$ cat src/rtl/tot_hit_pkg.sv
package tot_hit_pkg;
   localparam int unsigned TOT_W_DEF = 4;
   localparam int unsigned CNT_W_DEF = 32;

   function automatic int unsigned width_for(input int unsigned max_val);
      return (max_val < 2) ? 1 : $clog2(max_val + 1);
   endfunction
endpackage

$ cat src/rtl/tot_sat_counter.sv
module tot_sat_counter #(
   parameter int unsigned WIDTH = 32
) (
   input  logic             clk,
   input  logic             rst_n,
   input  logic             clr,
   input  logic             inc,
   output logic [WIDTH-1:0] count
);
   localparam logic [WIDTH-1:0] MAX_VAL = '1;

   if (WIDTH < 2) begin : g_bad_width
      $error("tot_sat_counter: WIDTH must be at least 2");
   end

   always_ff @(posedge clk or negedge rst_n) begin
      if (!rst_n)                        count <= '0;
      else if (clr)                      count <= '0;
      else if (inc && count != MAX_VAL)  count <= count + 1'b1;
   end

   p_no_wrap_r8: assert property (@(posedge clk) disable iff (!rst_n)
      (count == MAX_VAL && !clr) |=> (count == MAX_VAL));

   p_clear_r9: assert property (@(posedge clk) disable iff (!rst_n)
      clr |=> (count == '0));
endmodule

$ cat src/rtl/tot_pulse_gen.sv
module tot_pulse_gen
   import tot_hit_pkg::*;
#(
   parameter int unsigned TOT_W       = 4,
   parameter int unsigned TICK_CYCLES = 1
) (
   input  logic             clk,
   input  logic             rst_n,
   input  logic             en,
   input  logic             hit,
   input  logic [TOT_W-1:0] tot,
   output logic             window,
   output logic             lost
);
   localparam int unsigned MAX_LEN = ((1 << TOT_W) - 1) * TICK_CYCLES;
   localparam int unsigned LEN_W   = width_for(MAX_LEN);

   logic [LEN_W-1:0] left_q;
   logic             take;

   assign window = (left_q != '0);
   assign take   = en && hit && !window;
   assign lost   = en && hit && window;

   always_ff @(posedge clk or negedge rst_n) begin
      if (!rst_n)       left_q <= '0;
      else if (take)    left_q <= LEN_W'(tot) * LEN_W'(TICK_CYCLES);
      else if (window)  left_q <= left_q - 1'b1;
   end

   // a hit inside the window never lengthens what is left of it
   p_no_retrigger_r5: assert property (@(posedge clk) disable iff (!rst_n)
      (hit && window) |=> (left_q < $past(left_q)));
endmodule

$ cat src/rtl/tot_measure.sv
module tot_measure
   import tot_hit_pkg::*;
#(
   parameter int unsigned TOT_W       = 4,
   parameter int unsigned TICK_CYCLES = 1
) (
   input  logic             clk,
   input  logic             rst_n,
   input  logic             cmp,
   output logic             rise,
   output logic             rec_valid,
   output logic [TOT_W-1:0] rec_tot
);
   localparam logic [TOT_W-1:0] TOT_MAX = '1;
   localparam int unsigned      SUB_W   = width_for(TICK_CYCLES - 1);

   logic             cmp_d;
   logic             step_done;
   logic [TOT_W-1:0] tot_q;

   if (TICK_CYCLES == 1) begin : g_unit_step
      assign step_done = 1'b1;
   end else begin : g_div_step
      logic [SUB_W-1:0] sub_q;
      assign step_done = (sub_q == SUB_W'(TICK_CYCLES - 1));
      always_ff @(posedge clk or negedge rst_n) begin
         if (!rst_n)                  sub_q <= '0;
         else if (!cmp || step_done)  sub_q <= '0;
         else                         sub_q <= sub_q + 1'b1;
      end
   end

   assign rise = cmp && !cmp_d;

   always_ff @(posedge clk or negedge rst_n) begin
      if (!rst_n) begin
         cmp_d     <= 1'b0;
         tot_q     <= '0;
         rec_valid <= 1'b0;
         rec_tot   <= '0;
      end else begin
         cmp_d     <= cmp;
         rec_valid <= cmp_d && !cmp;
         if (cmp_d && !cmp) rec_tot <= tot_q;
         if (!cmp)                                 tot_q <= '0;
         else if (step_done && tot_q != TOT_MAX)   tot_q <= tot_q + 1'b1;
      end
   end

   p_record_after_fall_r2: assert property (@(posedge clk) disable iff (!rst_n)
      (cmp_d && !cmp) |=> rec_valid);

   p_single_strobe_r2: assert property (@(posedge clk) disable iff (!rst_n)
      rec_valid |=> !rec_valid);
endmodule

$ cat src/rtl/tot_hit_channel.sv
module tot_hit_channel
   import tot_hit_pkg::*;
#(
   parameter int unsigned TOT_W       = TOT_W_DEF,
   parameter int unsigned CNT_W       = CNT_W_DEF,
   parameter int unsigned TICK_CYCLES = 1
) (
   input  logic             clk,
   input  logic             rst_n,
   input  logic             clr,
   input  logic             selftest_en,
   input  logic             cmp_in,
   input  logic             gen_hit,
   input  logic [TOT_W-1:0] gen_tot,
   output logic             rec_valid,
   output logic [TOT_W-1:0] rec_tot,
   output logic             busy,
   output logic [CNT_W-1:0] hits_total,
   output logic [CNT_W-1:0] hits_busy
);
   localparam logic [CNT_W-1:0] CNT_MAX = '1;

   if (TICK_CYCLES < 1) begin : g_bad_tick
      $error("tot_hit_channel: TICK_CYCLES must be at least 1");
   end
   if (TOT_W < 1 || TOT_W > 8) begin : g_bad_tot
      $error("tot_hit_channel: TOT_W must be 1..8");
   end

   logic gen_window, gen_lost, cmp_sel, cmp_rise, total_inc;

   tot_pulse_gen #(.TOT_W(TOT_W), .TICK_CYCLES(TICK_CYCLES)) u_gen (
      .clk(clk), .rst_n(rst_n), .en(selftest_en), .hit(gen_hit),
      .tot(gen_tot), .window(gen_window), .lost(gen_lost));

   assign cmp_sel = selftest_en ? gen_window : cmp_in;
   assign busy    = cmp_sel;

   tot_measure #(.TOT_W(TOT_W), .TICK_CYCLES(TICK_CYCLES)) u_meas (
      .clk(clk), .rst_n(rst_n), .cmp(cmp_sel), .rise(cmp_rise),
      .rec_valid(rec_valid), .rec_tot(rec_tot));

   assign total_inc = selftest_en ? gen_hit : cmp_rise;

   tot_sat_counter #(.WIDTH(CNT_W)) u_total (
      .clk(clk), .rst_n(rst_n), .clr(clr), .inc(total_inc), .count(hits_total));

   tot_sat_counter #(.WIDTH(CNT_W)) u_lost (
      .clk(clk), .rst_n(rst_n), .clr(clr), .inc(gen_lost), .count(hits_busy));

   p_busy_hit_counted_r5: assert property (@(posedge clk) disable iff (!rst_n)
      (selftest_en && busy && gen_hit && !clr && hits_busy != CNT_MAX)
      |=> (hits_busy == $past(hits_busy) + 1'b1));

   p_gen_ignored_r10: assert property (@(posedge clk) disable iff (!rst_n)
      (!selftest_en && !clr && !cmp_in) |=> $stable(hits_busy));
endmodule

$ cat config.mk
export PLATFORM = sky130hd
export DESIGN_NAME = tot_hit_channel
export DESIGN_NICKNAME = d
export VERILOG_FILES = /design/src/rtl/tot_hit_pkg.sv /design/src/rtl/tot_sat_counter.sv /design/src/rtl/tot_pulse_gen.sv /design/src/rtl/tot_measure.sv /design/src/rtl/tot_hit_channel.sv
export SDC_FILE = /design/constraint.sdc
export NUM_CORES = 1
export LEC_CHECK = 0
export BUFFER_PORTS_ARGS = -buffer_cell sky130_fd_sc_hd__buf_2
export CAP_MARGIN = 40
export CORE_MARGIN = 2
export CORE_UTILIZATION = 35
export CTS_BUF_LIST = sky130_fd_sc_hd__clkbuf_4 sky130_fd_sc_hd__clkbuf_8
export DETAILED_ROUTE_END_ITERATION = 8
export GPL_TIMING_DRIVEN = 1
export PLACE_DENSITY = 0.63
export RECOVER_POWER = 100
export SETUP_SLACK_MARGIN = 0.15
export SLEW_MARGIN = 30
export SYNTH_ARGS = -nofsm -noshare
export SYNTH_HDL_FRONTEND = slang
export SYNTH_HIERARCHICAL = 1
export SYNTH_SLANG_ARGS = --single-unit
$ cat constraint.sdc
create_clock -name clk -period 4.4 [get_ports clk]
set_input_delay 0.88 -clock clk [delete_from_list [all_inputs] [get_ports clk]]
set_output_delay 0.88 -clock clk [all_outputs]
set_load 0.02 [all_outputs]
Word-level counts from Yosys, hierarchy flattened --
Index checks and enable logic that the tools add are counted.
Storage, ports and cells: flip-flop bits (word level) 78, output and inout port bits 70
Cells by class: equal/unequal tests 4, mux-type cells 10, $add $sub $neg 4, reductions and logical operators 14
Operator list (count):
- $mux 32 | 4
- $add 32x1->32 const B | 2
- $ne 32x32->1 const B | 2
- $mux 4 | 4
- $logic_and 1x1->1 | 7
- $reduce_bool 2->1 | 3
- $add 4x1->4 const B | 1
- $ne 4x4->1 const B | 1
- $reduce_bool 4->1 | 1
- $sub 4x1->4 const B | 1
- $logic_not 1->1 | 3
- $mux 1 | 2
- $ne 2x2->1 const B | 1

Longest topological paths before layout --
Gate-level depths: netlist (run 1).
word-level depth 7, depth in mapped cells 14

Modules after synthesis --
The synthesis (run 1) kept the hierarchy.
By module, submodules not included:
- tot_sat_counter (u_total) | area each 1854.3 um2, cells each 198, times used 1
- tot_sat_counter (u_lost) | area each 1810.5 um2, cells each 194, times used 1
- tot_measure | area each 434.2 um2, cells each 32, times used 1
- tot_pulse_gen | area each 256.5 um2, cells each 27, times used 1
- tot_hit_channel | area each 22.5 um2, cells each 2, times used 1

Worst setup path before layout (run 1) --
Ideal clock, no wire load.
path type input-to-reg, from input selftest_en, to register u_total.count[31], setup slack 1512 ps, path buffers 1, arrival 2764 ps, data required time 4275 ps, setup time 125 ps, stages on the path 9, path through mux2_2 nor2b_1 mux2_2 and3_1 nand4_1 a21o_1 buf_2 nor4_1 mux2_2
On the way: cells in the longest elaborated chain, start to end 5
Ends and longest elaborated chain:
- from (decl) | RTL line tot_hit_channel.sv:11 | input logic selftest_en,
- $mux 1 | RTL line tot_hit_channel.sv:36 | assign cmp_sel = selftest_en ? gen_window : cmp_in;
- $logic_and 1x1->1 | RTL line tot_measure.sv:33 | assign rise = cmp && !cmp_d;
- named net cmp_rise | RTL line tot_hit_channel.sv:30 | logic gen_window, gen_lost, cmp_sel, cmp_rise, total_inc;
- $mux 1 | RTL line tot_hit_channel.sv:43 | assign total_inc = selftest_en ? gen_hit : cmp_rise;
- named net total_inc | RTL line tot_hit_channel.sv:30
- $logic_and 1x1->1 | RTL line tot_sat_counter.sv:19 | else if (inc && count != MAX_VAL) count <= count + 1'b1;
- $reduce_bool 2->1 (no line)
- to (signal assigned) | RTL line tot_sat_counter.sv:19
- to (decl) | RTL line tot_sat_counter.sv:8 | output logic [WIDTH-1:0] count
The timed path passes the listed nets, and every way through them passes these cells. A chain may end at the register's enable or synchronous reset.

Worst setup path in the final report (run 1) --
from register u_gen.left_q[0], to register u_total.count[31]
On the way: cells in the longest elaborated chain, start to end 6
Ends and longest elaborated chain:
- from (decl) | RTL line tot_pulse_gen.sv:18 | logic [LEN_W-1:0] left_q;
- from (signal assigned) | RTL line tot_pulse_gen.sv:27 | else if (take) left_q <= LEN_W'(tot) * LEN_W'(TICK_CYCLES);
- from (signal assigned) | RTL line tot_pulse_gen.sv:28 | else if (window) left_q <= left_q - 1'b1;
- $reduce_bool 4->1 | RTL line tot_pulse_gen.sv:21 | assign window = (left_q != '0);
- named net gen_window | RTL line tot_hit_channel.sv:30
- $mux 1 | RTL line tot_hit_channel.sv:36
- $logic_and 1x1->1 | RTL line tot_measure.sv:33
- named net cmp_rise | RTL line tot_hit_channel.sv:30
- $mux 1 | RTL line tot_hit_channel.sv:43
- named net total_inc | RTL line tot_hit_channel.sv:30
- $logic_and 1x1->1 | RTL line tot_sat_counter.sv:19
- $reduce_bool 2->1 (no line)
The timed path passes the listed nets, and every way through them passes these cells.

==> metrics.cfg, run 1 <==
[outcome]
outcome=finished, violations left
violations=max-capacitance violations, max-slew violations

[setup_path]
start_kind=flop
crit_path_max_incr_delay_ns=0.65
path_class=reg -> reg
critPathArrivalTime_ns=3.84
worstSetupEndpointType=flop
r2r-start=u_gen/left_q[0]
critical_path_peak_fanout=19
slowest_stage=nor3b_1
path_common_cell=mux2_2
reg2reg_slack_ns=0.79
cp.required_ns=4.63
r2r_cells=12
timing.rr.end=u_total/count[31]
worstPathCellList=inv_1, ha_1, nor3b_1, inv_1, mux2_2, nor2b_1, mux2_2, and3_1, nand4_1, a21o_1, nor4_1, mux2_2

[die]
initial_core_util=0.361
die_area_um2=13400
die_h_um=116
fp.dieW_um=116
rows=40
ios=80
core_area_um2=12100

[yosys]
yosysUniqueCellTypes=57
synth-compound-area-share=0.139
synth_top_family_by_area=simple AND/OR/NAND/NOR gates
synth_area_leaders=dfrtp_1, nor2_1, a21oi_1, xnor2_1, nand3_1
yosysSeqAreaShare=0.446
synthMuxAreaShare=0.0563
synth_cells=453
synth_xor_area_frac=0.0480
synth.most_common_cell=dfrtp_1
yosys.area.top_type_share=0.446
yosys.area_share.adder=0.0143
yosysTopAreaCell=dfrtp_1
synth_warnings=6
synthTopCellsByCount=dfrtp_1, nor2_1, a21oi_1, nand2_1, nand3_1
synth.avg_cell_area_um2=9.66
ys_async_sr_fraction=1.00
synth_area_um2=4380
synth_fp_nets=468
ys.flop_type=dfrtp_1
synthSimpleGateAreaFrac=0.267
synth_edf_count=0
ys_ff_latch=78

[clock_network]
clockBufferDepth=2
cts_hold_buf=0
cts_setup_buffers=0
clkTransAtPathRegs_ns=0.07
cts_resized=0
htreeDepth=3
cts-buffers-inserted=9
tritoncts=built
cts-root-buf=clkbuf_8
clk_latency_ns=0.36
clock-sinks=78

[power]
power_leakage_nw=1.98
ir_drop_v=0.000217
power_density_nw_per_um2=324

[sta]
drv_slew=79
setup_violations=0
fmax_mhz=277
final-hold-violation-count=0
grt_setup_unrepaired=no
clock_skew_ns=0.0115
timing.final.crit_period_ns=3.61
finalCritPeriodShare=0.820
relSlewSlack=-0.294
fin_setup_tns_ns=0
worstMarginPinSlew_ns=1.94

[global_route]
grt_antenna_before_repair=0
grt_max_degree=79
overflow=0
grt_pass1_wl_um=17500
grt_pass1_vias=3612
track_usage=0.164

[layout]
fin_nets=548
nFillCells=1270
seq_area_um2=1950
diodes=0
drive_gt1_frac=0.0931
utilization=0.409
multi_input_area_um2=2220
area_growth_pct=13.1

[job]
max-cap-violations=1

[routing]
drt_wl_total_um=10500
vias_per_cell=5.37
dr.pass1.iters=5
wl_per_cell_um=14.9
ant_nets=0
drc_errors=0
vias=3787
drt_iter0_drc=211

[placement]
gp_congestion=0.870
dp_hpwl_um=7490
numPortBuffers=79

[worst_hold_path]
whs_path_depth=1
min_from=u_meas/rec_tot[1]
whs_endpoint=u_meas/rec_tot[1]
hold_path.class=reg -> reg

-- cell usage in the layout (no fill, tap or decap), drive strengths merged, types with 3 or more instances in the layout --
cell type | synthesis | routed
buf | 5 | 10
xor2 | 7 | 7
or4 | 8 | 8
nor2b | 9 | 9
o31ai | 7 | 7
nand2 | 27 | 27
ha | 5 | 5
nor3 | 8 | 8
and2 | 5 | 5
clkbuf | 8 | 86
dfrtp | 78 | 78
nor4 | 13 | 13
or3 | 18 | 18
a21o | 3 | 3
mux2i | 7 | 7
mux2 | 14 | 14
inv | 17 | 17
nor2 | 49 | 49
xnor2 | 17 | 17
o21ai | 22 | 22
nand4 | 16 | 16
nand2b | 5 | 5
nand3 | 26 | 26
a31oi | 4 | 4
a21oi | 30 | 30
and3 | 14 | 14
a31o | 4 | 4
a211oi | 5 | 5
-- area by class of cell --
class | count | area share
clock inverter | 1 | 0.00101
clock buffer | 14 | 0.0351
timing repair buffer | 82 | 0.0660
tap | 168 | 0.0425
sequential | 78 | 0.394
multi-input combinational | 345 | 0.448
inverter | 17 | 0.0129
-- metal layers --
layer | part of all wire | GRT usage | up-vias
met2 | 0.45 | 0.255 | 97
met4 | 0.018 | 0.0675 | 0
met5 | 0 | 0 | -
met3 | 0.055 | 0.0366 | 12
met1 | 0.48 | 0.222 | 1859
li1 | - | - | 1819
-- report_power, final --
group / switching (mW) / internal (mW)
sequential: 0.0615 / 0.779
clock: 0.252 / 0.251
combinational: 0.159 / 0.103
total: 0.473 / 1.13
-- worst max-delay path by stage --
stage | slack, ns | to | startpoint | cells after the start
2_1_floorplan | 1.51 | u_total/count[31] | selftest_en | 9
3_3_place_gp | 1.15 | u_lost/count[29] | selftest_en | 8
3_5_place_dp | 1.09 | u_lost/count[29] | selftest_en | 8
4_1_cts | 1.13 | u_total/count[31] | u_gen/left_q[0] | 12
5_1_grt | 0.46 | u_total/count[31] | u_gen/left_q[0] | 12
6_report | 0.79 | u_total/count[31] | u_gen/left_q[0] | 12
-- logic make-up after synthesis --
kind of cell             count (synthesis)
AO/OA/AOI/OAI                           88
XOR/XNOR                                24
adder cells (fa/ha/maj)                  5
buffers and inverters                   30
flip-flops                              78
multiplexers                            21
AND/OR/NAND/NOR                        207
-- state kept, by name, summed over array words and instances, names as in the netlist --
signal and cells:
u_lost/count 32, u_total/count 32, u_gen/left_q 4, u_meas/rec_tot 4, u_meas/tot_q 4, u_meas/cmp_d 1, u_meas/rec_valid 1
-- worst max-delay path, delay by kind of cell (launching register included) --
family,cells,cell delay [ns]
muxes,3,0.96
buffers and inverters,2,0.19
adders and majority gates,1,0.19
and+or+nand+nor,5,1.28
DFF,1,0.41
AOI/OAI and AO/OA,1,0.46
-- stage by stage --
step | hold WS [ns] | instances | power (mW) | setup slack, ns | area, um^2
2_1_floorplan | 0.506 | 453 | 1.06 | 1.51 | 4380
3_3_place_gp | 0.490 | 690 | 1.15 | 1.15 | 4940
3_5_place_dp | 0.494 | 690 | 1.16 | 1.09 | 4950
4_1_cts | 0.516 | 705 | 1.67 | 1.13 | 5120
5_1_grt | 0.521 | 705 | 1.70 | 0.457 | 4950
6_report | 0.495 | 705 | 1.61 | 0.792 | 4950
Power figures use the tool's default switching activity.
==> run 2: changes to the inputs <==
==> constraint.sdc (replaced) <==
create_clock -name clk -period 3.75 [get_ports clk]
set_input_delay 0.75 -clock clk [delete_from_list [all_inputs] [get_ports clk]]
set_output_delay 0.75 -clock clk [all_outputs]
set_load 0.02 [all_outputs]
==> metrics.cfg, run 2 (synthesis gave the netlist of run 1 again) <==
[sta]
setup_violations=0
grt_setup_unrepaired=no
timing.final.crit_period_ns=3.35
drv_slew=65
finalCritPeriodShare=0.894
worstMarginPinSlew_ns=1.62
clock_skew_ns=0.00714
worst_slack_ns=0.396
fin_setup_tns_ns=0
fmax_mhz=298
final-hold-violation-count=0
hold_slack_ns=0.464
relSlewSlack=-0.0783

[power]
power_leakage_nw=1.99
ir_drop_v=0.000264
power_density_nw_per_um2=383

[setup_path]
cp.required_ns=4.00
critical_path_peak_fanout=19
start_kind=flop
timing.rr.end=u_total/count[31]
worstSetupEndpointType=flop
reg2reg_slack_ns=0.40
path_class=reg -> reg
critPathArrivalTime_ns=3.60
r2r-start=u_gen/left_q[0]
r2r_cells=12

[die]
core_area_um2=12100
die_h_um=116
ios=80
rows=40
fp.dieW_um=116
die_area_um2=13400
initial_core_util=0.361

[clock_network]
cts_setup_buffers=0
tritoncts=built
htreeDepth=3
cts-root-buf=clkbuf_8
clock-sinks=78
cts_resized=0
clockBufferDepth=2
cts-buffers-inserted=9
clk_latency_ns=0.36
clkTransAtPathRegs_ns=0.08
cts_hold_buf=0

[layout]
layout_common_cells=dfrtp_1, clkbuf_1, nor2_1
fin_nets=550
final_common_cell=dfrtp_1
reg_top3=u_lost/count x32, u_total/count x32
nFillCells=1252
drive_gt1_frac=0.0944
area_growth_pct=13.9
diodes=0

[routing]
dr.pass1.iters=4
drc_errors=0
drt_wl_total_um=10600
vias_per_cell=5.23
vias=3700
drt_iter0_drc=233
ant_nets=0
wl_per_cell_um=15.0

[placement]
pre_cts_slack_ns=0.520
numPortBuffers=79
dp_hpwl_um=7350
gp_congestion=0.829

[global_route]
grt_antenna_before_repair=0
grt_pass1_vias=3500
grt_max_degree=79
grt_pass1_wl_um=17400
track_usage=0.163
overflow=0

[outcome]
outcome=finished, violations left
violations=max-capacitance violations, max-slew violations

[job]
max-cap-violations=1

[worst_hold_path]
hold_path.class=in -> async

run 2: cell count changes in the layout (fill, tap and decap cells not counted), sizes merged:
cell	change
clkinv	+3
run 2: cell type report:
class / count / area, um^2 / area share
clock inverters: 4 / 20.0 / 0.00401
well taps: 168 / 210 / 0.0421
multi-input cells: 345 / 2230 / 0.447
inverters: 17 / 63.8 / 0.0128
repair buffers: 84 / 347 / 0.0695
clock buffers: 12 / 165 / 0.0331
flip-flops and latches: 78 / 1950 / 0.391
run 2: metal layers:
layer  vias up  GRT usage  share of wire
li1       1828          -              -
met1      1792      0.226           0.49
met2        67      0.244           0.44
met3        13     0.0403          0.047
met4         0     0.0675          0.016
met5         -          0              0
run 2: how the worst max path moves through the flow:
stage                   endpoint  slack (ns)             from  depth (start not counted)
2_1_floorplan  u_total/count[31]        0.95  u_gen/left_q[0]                         13
3_3_place_gp   u_total/count[31]        0.67  u_gen/left_q[0]                         12
3_5_place_dp   u_total/count[19]        0.52  u_gen/left_q[0]                         12
4_1_cts        u_total/count[19]        0.50  u_gen/left_q[0]                         12
5_1_grt        u_total/count[19]        0.12  u_gen/left_q[0]                         12
6_report       u_total/count[31]        0.40  u_gen/left_q[0]                         12
run 2: worst max-delay path: stages, from the launching register on:
cell and delay, ns:
dfrtp_1 0.41, inv_1 0.11, ha_1 0.21, nor3b_4 0.35
inv_1 0.07, mux2_1 0.42, nor2b_1 0.18, mux2_2 0.30
and3_1 0.24, nand4_1 0.10, a21o_1 0.43, nor4_1 0.12
mux2_2 0.29
run 2: where the power goes:
| part | internal [mW] | switching (mW) | leakage [nW] | total, mW |
|---|---|---|---|---|
| logic | 0.126 | 0.191 | 0.825 | 0.317 |
| clock network | 0.290 | 0.312 | 0.102 | 0.603 |
| registers | 0.913 | 0.0756 | 1.07 | 0.989 |
| total | 1.33 | 0.579 | 1.99 | 1.91 |
run 2: through the flow:
| step | util | area (um^2) | total power [mW] | std cells |
|---|---|---|---|---|
| 3_5_place_dp | 0.410 | 4970 | 1.36 | 691 |
| 4_1_cts | 0.425 | 5150 | 1.98 | 707 |
| 5_1_grt | 0.412 | 4990 | 2.02 | 708 |
| 3_3_place_gp | 0.410 | 4960 | 1.35 | 691 |
| 2_1_floorplan | - | 4380 | 1.25 | 453 |
| 6_report | 0.412 | 4990 | 1.91 | 708 |
